File: config.mk
export PLATFORM = sky130hd
export DESIGN_NAME = acc_readback
export DESIGN_NICKNAME = d
export VERILOG_FILES = /design/src/rtl/acc_rb_pkg.sv /design/src/rtl/acc_rb_cmd.sv /design/src/rtl/acc_rb_hold.sv /design/src/rtl/acc_rb_mux.sv /design/src/rtl/acc_readback.sv
export SDC_FILE = /design/constraint.sdc
export NUM_CORES = 1
export LEC_CHECK = 0
export CORE_ASPECT_RATIO = 0.6
export CORE_UTILIZATION = 52
export CTS_CLUSTER_SIZE = 10
export DETAILED_ROUTE_END_ITERATION = 7
export PLACE_DENSITY = 0.85
export SLEW_MARGIN = 20
export SYNTH_ARGS = -nofsm -noshare
export SYNTH_HDL_FRONTEND = slang
export SYNTH_SLANG_ARGS = --single-unit
export TNS_END_PERCENT = 100
File: constraint.sdc
create_clock -name clk -period 2 [get_ports clk]
set_input_delay 0.2 -clock clk [delete_from_list [all_inputs] [get_ports clk]]
set_output_delay 0.2 -clock clk [all_outputs]
set_load 0.01 [all_outputs]
File: src/rtl/acc_rb_pkg.sv
package acc_rb_pkg;

    localparam int          CMD_W        = 8;
    localparam logic [7:0]  CMD_SNAPSHOT = 8'd29;
    localparam logic [7:0]  CMD_LD_HALT  = 8'd24;
    localparam logic [2:0]  BYTE_STATUS  = 3'd4;

    localparam int          WIDE_HOLD_W  = 32;
    localparam int          AGC_HOLD_W   = 8;
    localparam int          LD_HOLD_W    = 16;
    localparam int          N_LAG        = 2;

    typedef enum logic [2:0] {
        SEL_CAR = 3'd0,
        SEL_SYM = 3'd1,
        SEL_AGC = 3'd2,
        SEL_LDA = 3'd3,
        SEL_LDB = 3'd4
    } rd_sel_e;

    typedef struct packed {
        logic snap;
        logic halt;
    } cmd_t;

    typedef struct packed {
        logic [LD_HOLD_W-1:0] phase;
        logic [LD_HOLD_W-1:0] flock;
        logic [LD_HOLD_W-1:0] gerr;
    } ld_hold_t;

    function automatic logic [7:0] pick_byte32(input logic [31:0] w, input logic [2:0] b);
        logic [7:0] r;
        case (b)
            3'd0:    r = w[7:0];
            3'd1:    r = w[15:8];
            3'd2:    r = w[23:16];
            3'd3:    r = w[31:24];
            default: r = 8'h00;
        endcase
        return r;
    endfunction

endpackage

File: src/rtl/acc_rb_cmd.sv
module acc_rb_cmd
    import acc_rb_pkg::*;
(
    input  logic             clk,
    input  logic             rst,
    input  logic             wr_stb,
    input  logic [CMD_W-1:0] wr_addr,
    input  logic             sm_mode,
    output cmd_t             cmd,
    output logic             ld_stop_req
);

    always_comb begin
        cmd.snap = wr_stb && (wr_addr == CMD_SNAPSHOT);
        cmd.halt = wr_stb && (wr_addr == CMD_LD_HALT) && sm_mode;
    end

    always_ff @(posedge clk) begin
        if (rst) ld_stop_req <= 1'b0;
        else     ld_stop_req <= cmd.halt;
    end

endmodule

File: src/rtl/acc_rb_hold.sv
module acc_rb_hold
    import acc_rb_pkg::*;
#(
    parameter int LAG_ACC_W = 32,
    parameter int AGC_ACC_W = 8,
    parameter int LD_ACC_W  = 16
) (
    input  logic                                 clk,
    input  logic                                 rst,
    input  logic                                 snap,
    input  logic [N_LAG-1:0][LAG_ACC_W-1:0]      lag_live,
    input  logic [AGC_ACC_W-1:0]                 agc_live,
    input  logic [LD_ACC_W-1:0]                  ld_phase_live,
    input  logic [LD_ACC_W-1:0]                  ld_false_live,
    input  logic [LD_ACC_W-1:0]                  ld_gain_live,
    input  logic                                 ld_stopped,
    output logic [N_LAG-1:0][WIDE_HOLD_W-1:0]    lag_hold,
    output logic [AGC_HOLD_W-1:0]                agc_hold,
    output ld_hold_t                             ld_hold
);

    logic ld_stopped_d;
    logic ld_load;

    for (genvar g = 0; g < N_LAG; g++) begin : g_lag
        always_ff @(posedge clk) begin
            if (rst)       lag_hold[g] <= '0;
            else if (snap) lag_hold[g] <= lag_live[g][LAG_ACC_W-1 -: WIDE_HOLD_W];
        end
    end

    always_ff @(posedge clk) begin
        if (rst)       agc_hold <= '0;
        else if (snap) agc_hold <= agc_live[AGC_ACC_W-1 -: AGC_HOLD_W];
    end

    assign ld_load = ld_stopped && !ld_stopped_d;

    always_ff @(posedge clk) begin
        if (rst) begin
            ld_stopped_d <= 1'b0;
            ld_hold      <= '0;
        end else begin
            ld_stopped_d <= ld_stopped;
            if (ld_load) begin
                ld_hold.phase <= ld_phase_live[LD_ACC_W-1 -: LD_HOLD_W];
                ld_hold.flock <= ld_false_live[LD_ACC_W-1 -: LD_HOLD_W];
                ld_hold.gerr  <= ld_gain_live[LD_ACC_W-1 -: LD_HOLD_W];
            end
        end
    end

endmodule

File: src/rtl/acc_rb_mux.sv
module acc_rb_mux
    import acc_rb_pkg::*;
(
    input  logic [2:0]                        rsel,
    input  logic [2:0]                        rbyte,
    input  logic [N_LAG-1:0][WIDE_HOLD_W-1:0] lag_hold,
    input  logic [AGC_HOLD_W-1:0]             agc_hold,
    input  ld_hold_t                          ld_hold,
    input  logic [7:0]                        status,
    output logic [7:0]                        byte_out
);

    always_comb begin
        byte_out = 8'h00;
        if (rbyte == BYTE_STATUS) begin
            byte_out = status;
        end else begin
            case (rd_sel_e'(rsel))
                SEL_CAR: byte_out = pick_byte32(lag_hold[0], rbyte);
                SEL_SYM: byte_out = pick_byte32(lag_hold[1], rbyte);
                SEL_AGC: byte_out = (rbyte == 3'd0) ? agc_hold : 8'h00;
                SEL_LDA: byte_out = pick_byte32({ld_hold.phase, ld_hold.flock}, rbyte);
                SEL_LDB: byte_out = pick_byte32({16'h0000, ld_hold.gerr}, rbyte);
                default: byte_out = 8'h00;
            endcase
        end
    end

endmodule

File: src/rtl/acc_readback.sv
module acc_readback
    import acc_rb_pkg::*;
#(
    parameter int LAG_ACC_W = 32,
    parameter int AGC_ACC_W = 8,
    parameter int LD_ACC_W  = 16
) (
    input  logic                 clk,
    input  logic                 rst,
    input  logic [LAG_ACC_W-1:0] car_lag_acc,
    input  logic [LAG_ACC_W-1:0] sym_lag_acc,
    input  logic [AGC_ACC_W-1:0] agc_acc,
    input  logic [LD_ACC_W-1:0]  ld_phase_acc,
    input  logic [LD_ACC_W-1:0]  ld_false_acc,
    input  logic [LD_ACC_W-1:0]  ld_gain_acc,
    input  logic                 ld_stopped,
    input  logic                 sm_mode,
    input  logic [5:0]           status_in,
    input  logic                 wr_stb,
    input  logic [7:0]           wr_addr,
    input  logic                 rsel_we,
    input  logic [2:0]           rsel_din,
    input  logic [2:0]           rd_byte,
    input  logic                 rd_stb,
    output logic [7:0]           rdata,
    output logic                 rdata_vld,
    output logic                 ld_stop_req
);

    cmd_t                              cmd;
    logic [2:0]                        rsel_q;
    logic [7:0]                        status_q;
    logic [N_LAG-1:0][WIDE_HOLD_W-1:0] lag_hold;
    logic [AGC_HOLD_W-1:0]             agc_hold;
    ld_hold_t                          ld_hold;
    logic [7:0]                        mux_byte;

    acc_rb_cmd u_cmd (
        .clk         (clk),
        .rst         (rst),
        .wr_stb      (wr_stb),
        .wr_addr     (wr_addr),
        .sm_mode     (sm_mode),
        .cmd         (cmd),
        .ld_stop_req (ld_stop_req)
    );

    acc_rb_hold #(
        .LAG_ACC_W (LAG_ACC_W),
        .AGC_ACC_W (AGC_ACC_W),
        .LD_ACC_W  (LD_ACC_W)
    ) u_hold (
        .clk           (clk),
        .rst           (rst),
        .snap          (cmd.snap),
        .lag_live      ({sym_lag_acc, car_lag_acc}),
        .agc_live      (agc_acc),
        .ld_phase_live (ld_phase_acc),
        .ld_false_live (ld_false_acc),
        .ld_gain_live  (ld_gain_acc),
        .ld_stopped    (ld_stopped),
        .lag_hold      (lag_hold),
        .agc_hold      (agc_hold),
        .ld_hold       (ld_hold)
    );

    acc_rb_mux u_mux (
        .rsel     (rsel_q),
        .rbyte    (rd_byte),
        .lag_hold (lag_hold),
        .agc_hold (agc_hold),
        .ld_hold  (ld_hold),
        .status   (status_q),
        .byte_out (mux_byte)
    );

    always_ff @(posedge clk) begin
        if (rst) begin
            rsel_q    <= 3'd0;
            status_q  <= 8'h00;
            rdata     <= 8'h00;
            rdata_vld <= 1'b0;
        end else begin
            if (rsel_we) rsel_q <= rsel_din;
            status_q  <= {ld_stopped, ld_stopped, status_in};
            rdata     <= rd_stb ? mux_byte : 8'h00;
            rdata_vld <= rd_stb;
        end
    end

endmodule

# Word-level counts from Yosys, hierarchy flattened
# Index checks and enable logic that the tools add are counted.
# word_totals
regBits	141
out_inout_bits	10
word_cells	38
# classes
eq_ne	10
n_mux	7
n_bitwise	1
reduce_logical	8
# op_table
op	n
one-hot mux 8 bit (4 select lines)	3
one-hot mux 8 bit (5 select lines)	1
equality test 8 x 5 -> 1 bit, second input constant	2
two-way mux 8 bit	2
one-hot mux 8 bit (2 select lines)	1
equality test 3 x 2 -> 1 bit, second input constant	4
equality test 3 x 1 -> 1 bit, second input constant	2
equality test 3 bit, second input constant	2
zero test 3 bit	2
logical AND 1 bit	4
OR reduction 2 bit	1
zero test 1 bit	1
inverter 1 bit	1

# Logic depth before layout (Yosys ltp)
# Gate-level depths: netlist (run 1).
# depth
ltp_word	4
ltp_mapped	6
ltp_nobuf	4

# By module
# A second synthesis (run 1) with hierarchy kept.
# unflattened
cells_unflattened	589
hier_area_um2	6598.8
# by_module_without_submodules
module	instances	cells_each	area_per_inst_um2	seq_area_each_um2
acc_rb_hold	1	452	4850.9	2422.3
acc_rb_mux	1	85	1099.8	0.0
acc_readback	1	43	560.5	380.4
acc_rb_cmd	1	9	87.6	20.0

# Least setup slack after synthesis (run 1)
# No wires, ideal clock.
# synth_path
path_type	in2reg
start	input rd_byte[0]
end	register rdata[5]
arrival_ns	1.232
required_ns	1.870
path_slack_ns	0.637
path_stages	5
n_path_buf	2
cell_sequence	buf_4 > buf_4 > mux2_1 > a222oi_1 > a31oi_1
# synth_via
elab_chain_cells	4
word_cells_on_any_way	12
classes_between	4 x eq/ne; 7 x mux; 1 x reduce/logical
# synth_rtl
element	line_no	source
from (decl)	acc_readback.sv:23	input logic [2:0] rd_byte,
equality test 3 x 2 -> 1 bit, or another cell as far along	acc_rb_pkg.sv:34	case (b)
one-hot mux 8 bit (4 select lines), or another cell as far along	acc_rb_pkg.sv:34	
one-hot mux 8 bit (5 select lines)	acc_rb_mux.sv:18	case (rd_sel_e'(rsel))
two-way mux 8 bit *	acc_rb_mux.sv:15	if (rbyte == BYTE_STATUS) begin
to (signal assigned)	acc_readback.sv:86	rdata <= rd_stb ? mux_byte : 8'h00;
to (decl)	acc_readback.sv:25	output logic [7:0] rdata,
# Every way passes the cells marked *; elsewhere a longest branch is shown, timed or not.
# A chain may end at the register's enable or synchronous reset.

# Worst setup path after layout (run 1)
# layout_path
start	register rsel_q[1]
end	register rdata[5]
# layout_via
elab_chain_cells	3
word_cells_on_any_way	7
classes_between	4 x eq/ne; 2 x mux; 1 x reduce/logical
# layout_rtl
element	line_no	source
from (decl)	acc_readback.sv:31	logic [2:0] rsel_q;
from (signal assigned)	acc_readback.sv:84	if (rsel_we) rsel_q <= rsel_din;
equality test 3 bit, or another cell as far along	acc_rb_mux.sv:18	
one-hot mux 8 bit (5 select lines) *	acc_rb_mux.sv:18	
two-way mux 8 bit *	acc_rb_mux.sv:15	
# Marked as above.

==> impl_results.md, run 1 <==
* Status: complete, no violations
* Final setup TNS at 0 ns
* Routed WL at 17.05 mm
* Reg-to-reg startpoint: rsel_q[1]
* RR Endpoint: rdata[5]
* Synth area leader: dfxtp_1
* Root Buffer: clkbuf_16
* HPWL after DPL at 11.50 mm
* Total CTS buffers at 17
* Core area at 10630 µm²
* Final period util at 92.04%
* Vias in the first global route at 5252
* Number of vias per cell at 5.670
* CP max FO at 8
* M1 wire length at 6.954 mm
* Place WS at -0.06710 ns
* Post-CTS resize count at 0
* CP peak stage delay at 0.59 ns
* Final Setup Violations at 0
* Final ANT Viol Nets at 0
* Nets@finish at 966
* Area Growth Syn to Fin at 41.06%
* Setup bufs post-CTS at 0
* Max layer used: met4
* H-tree level count at 4
* CP startpoint: rsel_q[1]
* Reg clk slew, reported paths at 0.06 ns
* GRT Total Usage at 30.07%
* I/O Pins at 157
* CTS tree: built
* RSZ-0062 raised after global routing: false
* Post-DR wirelength/cell at 17.56 µm
* Drt drc at 0
* Post-CTS Hold Fix Bufs at 0
* Compound-Gate Fraction of Synth Area at 15.33%
* Maximum clock rate at 543.2 MHz
* Adder-cell area share of the yosys netlist at 0%
* Final RePlAce weighted congestion at 0.9122
* PortBufs at 156
* Crit path launch type: flip-flop
* Dpl cell area at 7427 µm²
* Clk sinks at 140
* Fin crit period at 1.841 ns
* Largest family of logic cells by synthesized area: simple AND/OR/NAND/NOR gates
* Cells after Synth at 679
* Max-cap violation count at 0
* Setup CP Type: flip-flop to flip-flop
* Max VDD drop at 0.6836 mV
* Leak Pwr at 0.002881 µW
* Simple-Gate Fraction of Synth Area at 20.77%
* Initial antenna violation count at 0
* DR WL met3 at 1.868 mm
* Hold Startpoint: rst
* Starting Density at 53.89%
* Number of synthesized register bits at 140
* Final Hold Slack at 0.07327 ns
* Synthesized area per cell at 8.438 µm²
* Number of distinct library cells after synthesis at 33
* WP data arrival at 2.17 ns
* Die ar. at 11460 µm²
* Number of inserted diodes at 0
* Cells after DPL at 939
* Hold Vio Cnt, Final at 0
* Met2 WL at 7.795 mm
* Slew Limit Fails at 0
* Vias at 5506
* Hold Path End: u_cmd.ld_stop_req
* Finished Cell Area at 8082 µm²
* Fin worst setup slack at 0.1591 ns
* First-pass GRT wire length at 25.73 mm
* Cell count of the worst hold path at 3
* Critical path endpoint category: flip-flop
* Mapped cell area at 5729 µm²
* Crit-path slowest cell: dfxtp_1
* Worst-Margin Slew at 0.7841 ns
* CTS Buffer Depth at 2
* Power per cell area at 864.5 nW/µm²
* Post-synthesis mux area share at 10.92%
* Reg2reg path depth at 4
* GRT overflow at 0
* Largest net degree at the start of global routing at 78
* Clock Skews at 0.006419 ns
* Worst Hold Class: input port to flip-flop
* CP Cell Sequence: nand2b_1 > nor4_4 > a222oi_1 > a31oi_1
* Largest cells by area after synthesis: dfxtp_1 49%, nand2_1 16%, a21oi_1 10%, mux2i_1 5.4%, mux4_2 3.9%
* Sequential-to-total area share from yosys stat at 48.92%
* Die Wd at 137.5 µm
* Die Y at 83.31 µm
* Synth top area share at 48.92%
* Ys Warns at 0
* Post-route insts no fill at 971
* 1st-iter DRT viols at 517
* Slew headroom at 47.73%
* Post-Synth XOR/XNOR Area at 0%
* Clk Latency, worst-skew pair at 0.42 ns
* Syn Nets at 826
* Drt pass-1 iters at 8
* Reg-to-reg setup timing slack at 0.16 ns
* Site Rows at 29
* Crit path required time at 2.33 ns
* Share of layout cells above drive strength 1 at 8.774%
layout by cell type, fill, tap and decap left out, drive strengths merged, types with 4 or more instances in the layout:
| cell | Yosys | final |
|---|---|---|
| nand2 | 249 | 249 |
| clkdlybuf4s50 | 0 | 154 |
| dfxtp | 140 | 140 |
| a21oi | 120 | 120 |
| mux2i | 31 | 31 |
| clkbuf | 34 | 22 |
| buf | 17 | 18 |
| o22ai | 14 | 14 |
| mux4 | 10 | 10 |
| nor2b | 9 | 9 |
| a22oi | 8 | 8 |
| a222oi | 8 | 8 |
| a31oi | 8 | 8 |
| mux2 | 8 | 8 |
| clkinv | 0 | 5 |
| nand2b | 4 | 4 |
| bufinv | 0 | 4 |
per-layer routing:
metal | track usage, % | up-vias
met5 | 0 | -
met4 | 12.39 | 0
met3 | 9.707 | 39
met2 | 46.92 | 314
met1 | 38.14 | 2556
li1 | - | 2597
worst max path at each step:
stage                    end  slack [ns]  cells after the start
floorplan           rdata[5]        0.64                      5
global placement    rdata[5]      -0.001                      5
detailed placement  rdata[5]       -0.07                      5
CTS                 rdata[5]        0.31                      4
global route        rdata[3]        0.13                      4
finish              rdata[5]        0.16                      4
through the flow:
| step | power, µW | utilization, % |
|---|---|---|
| 4_1_cts | 6992 | 76.02 |
| 3_5_place_dp | 3593 | 69.86 |
| 3_3_place_gp | 3577 | 69.86 |
| 6_report | 6986 | 76.02 |
| 5_1_grt | 7185 | 76.02 |
| 2_1_floorplan | 3200 | - |
power breakdown:
| group | internal [µW] | switching [µW] | total (µW) |
|---|---|---|---|
| combinational | 380 | 269 | 649 |
| sequential | 2860 | 42.4 | 2900 |
| clock | 2250 | 1180 | 3440 |
| total | 5490 | 1500 | 6990 |
critical path: cells and delay by family (launching register included):
kind	cells	cell delay [ns]
DFF	1	0.59
and+or+nand+nor	2	0.60
AOI/OAI and AO/OA	2	0.57
final cells by class:
cell class | instances | area (µm²)
flip-flops and latches | 140 | 2803
clock buffers | 22 | 494.2
well taps | 139 | 173.9
fillers | 718 | 2550
multi-input cells | 487 | 2698
inverters | 1 | 3.754
repair buffers | 172 | 1749
clock inverters | 10 | 160.2
cells in the mapped netlist:
cell type / n
nor4bb_1: 1
nor4_1: 1
a31oi_1: 8
and3b_1: 1
a22oi_1: 8
and2_1: 1
mux2_2: 6
nor2_1: 3
or2_1: 1
nor3b_2: 1
nor4b_4: 1
nand2b_1: 4
nand2_1: 249
a222oi_1: 8
clkbuf_1: 34
nand4_1: 1
and2b_1: 1
inv_1: 1
o22ai_1: 14
nor2b_1: 9
nor4b_2: 2
or4b_1: 1
and4_1: 1
buf_4: 4
nor4_4: 1
mux2i_1: 31
mux4_2: 10
a21oi_1: 120
nor3_1: 1
dfxtp_1: 140
buf_2: 12
mux2_1: 2
buf_6: 1
logic make-up after synthesis:
group / after synthesis
DFF: 140
muxes: 49
buffers and inverters: 52
AOI/OAI and AO/OA: 158
and+or+nand+nor: 280
registers in the layout, summed over array words and instances, names as in the netlist:
register           cells
u_hold.agc_hold        8
rdata_vld              1
u_cmd.ld_stop_req      1
rsel_q                 3
u_hold.lag_hold       64
status_q               7
rdata                  8
u_hold.ld_hold        48
(Power assumes the default switching activity.)
==> run 2: changes to the inputs <==
- CORE_UTILIZATION: 52 -> 45
- CTS_CLUSTER_SIZE: 10 -> 30
- PLACE_DENSITY: 0.85 -> 0.73
- SYNTH_HIERARCHICAL: unset -> 1
==> run 2 against run 1 <==
Clock-buffer cell count is 1 higher. Worst hold slack better by 0.20 ns. Maximum frequency is 0.24% higher. Critical path type is now input port to flip-flop. Largest cell class is now multi-input combinational cells.
==> impl_results.md, run 2 <==
* Status: complete, no violations
* Worst Hold Class: input port to flip-flop
* Reg2reg path depth at 5
* CTS Buffer Depth at 2
* Drt pass-1 iters at 5
* First-pass GRT wire length at 26.97 mm
* Leak Pwr at 0.003082 µW
* Area Growth Syn to Fin at 34.17%
* Die Y at 95.67 µm
* WP data arrival at 2.14 ns
* Mapped cell area at 6580 µm²
* Total CTS buffers at 17
* Total power draw at 6955 µW
* Root Buffer: clkbuf_16
* CP max FO at 27
* Final RePlAce weighted congestion at 0.8884
* H-tree level count at 4
* Die ar. at 15130 µm²
* Cells after Synth at 587
* Final ANT Viol Nets at 0
* CP startpoint: rd_byte[1]
* Share of layout cells above drive strength 1 at 13.50%
* Critical path endpoint category: flip-flop
* Post-CTS Hold Fix Bufs at 0
* Number of inserted diodes at 0
* RSZ-0062 raised after global routing: false
* 1st-iter DRT viols at 421
* Largest net degree at the start of global routing at 87
* Die Wd at 158.1 µm
* Syn Nets at 734
* Ys Warns at 6
* Largest registers: u_hold/lag_hold: 64 flops, u_hold/ld_hold: 48 flops
* Power per cell area at 787.8 nW/µm²
* Initial antenna violation count at 0
* HPWL after DPL at 12.27 mm
* Core area at 13960 µm²
* Vias in the first global route at 5066
* Crit-path slowest cell: clkdlybuf4s50_1
* Post-DR wirelength/cell at 18.36 µm
* Slew Limit Fails at 0
* Setup bufs post-CTS at 0
* RR Endpoint: rdata[1]
* Site Rows at 33
* Crit path launch type: input port
* Final period util at 91.82%
* Core Util, Final at 63.26%
* Worst Setup EP: rdata[1]
* Vias at 5128
* Reg clk slew, reported paths at 0.06 ns
* Max VDD drop at 0.5538 mV
* Reg-to-reg startpoint: u_hold/ld_hold[25]
* Post-CTS resize count at 0
* GRT Total Usage at 23.88%
* GRT overflow at 0
* Final Setup Violations at 0
* CP Cell Sequence: clkdlybuf4s50_1 > buf_12 > mux4_1 > nor2b_1 > a221oi_1 > o21ai_0 > and2_4
* Setup CP Type: input port to flip-flop
* Hold Vio Cnt, Final at 0
* Max-cap violation count at 0
* Commonest cells after routing, fill and taps aside: 153 x clkdlybuf4s50_1, 141 x dfxtp_1, 77 x nor2_1
* Clk sinks at 141
* Routed WL at 17.26 mm
* Most common cell after layout, fill and taps aside: clkdlybuf4s50_1
* Clk Latency, worst-skew pair at 0.41 ns
* Clock Skews at 0.007685 ns
* Number of vias per cell at 5.455
* Starting Density at 47.15%
* Nets@finish at 882
* Reg with most FFs: u_hold/lag_hold
* Crit path required time at 2.31 ns
* I/O Pins at 157
* Max reg flops at 64
* Maximum clock rate at 544.5 MHz
* Drt drc at 0
* Synthesized area per cell at 11.21 µm²
* CP peak stage delay at 0.51 ns
* PortBufs at 156
* Slew headroom at 55.50%
* CTS tree: built
* Fin crit period at 1.836 ns
* Worst-Margin Slew at 0.6675 ns
* Reg-to-reg setup timing slack at 0.20 ns
## run 2: cell types whose count changed in the layout (fill, tap and decap cells not counted), moves of 9 or more
cell,change
nand2_1,-247
a21oi_1,-120
nor2_1,+74
nand4bb_1,+49
nand2b_1,+45
mux2i_1,+44
o21ai_1,+31
o21ai_0,+24
o22ai_1,-14
buf_4,+9
mux4_1,+9
## run 2: worst max-delay path, delay by kind of cell
kind	cells	cell delay, ns
buffers and inverters	2	0.72
AO/OA/AOI/OAI	2	0.54
multiplexers	1	0.36
AND/OR/NAND/NOR	2	0.32
## run 2: layout make-up
type                       count  area, µm²
fill                        1123       5127
multi-input combinational    393       3304
sequential                   141       2823
timing repair buffer         182       1832
clock buffer                  23      498.0
tap                          192      240.2
clock inverter                 9      131.4
## run 2: routing by layer
| layer | vias up | part of all wire, % | track usage, % |
|---|---|---|---|
| met5 | - | 0 | 0 |
| met4 | 0 | 0.32 | 6.090 |
| met3 | 8 | 9.1 | 4.864 |
| met2 | 216 | 42 | 35.82 |
| met1 | 2484 | 48 | 34.77 |
| li1 | 2420 | - | - |
## run 2: worst min-delay path by stage
stage / start / to / slack [ns] / cells past startpoint
after detailed placement: u_hold/ld_hold[35] / u_hold/ld_hold[35] / 0.45 / 2
after floorplan: status_in[0] / status_q[0] / 0.33 / 1
after global placement: u_hold/ld_hold[44] / u_hold/ld_hold[44] / 0.45 / 2
final: ld_stopped / u_hold/ld_hold[23] / 0.28 / 3
after CTS: ld_stopped / u_hold/ld_hold[23] / 0.26 / 3
after global routing: ld_stopped / u_hold/ld_hold[16] / 0.29 / 3
## run 2: stage by stage
stage / setup TNS (ns) / hold slack [ns] / setup WS [ns] / area [µm²] / cells
2_1_floorplan: 0 / 0.3282 / 0.3968 / 6580 / 587
3_3_place_gp: -1.545 / 0.4499 / -0.2033 / 8199 / 908
3_5_place_dp: -3.379 / 0.4538 / -0.2142 / 8199 / 908
4_1_cts: 0 / 0.2644 / 0.2236 / 8828 / 940
5_1_grt: 0 / 0.2931 / 0.09854 / 8828 / 940
6_report: 0 / 0.2760 / 0.1635 / 8828 / 940
## run 2: power breakdown
group	total (µW)	leakage [µW]	internal [µW]	switching (µW)
registers	2930	0.00115	2880	41.2
logic	704	0.00163	431	273
clock network	3330	0.000302	2130	1200
total	6950	0.00308	5450	1510
==> run 3: changes to the inputs <==
- SKIP_CTS_REPAIR_TIMING: unset -> 1
==> results of run 3 <==
The final DEF is identical to that of run 2; final timing and power are the same.
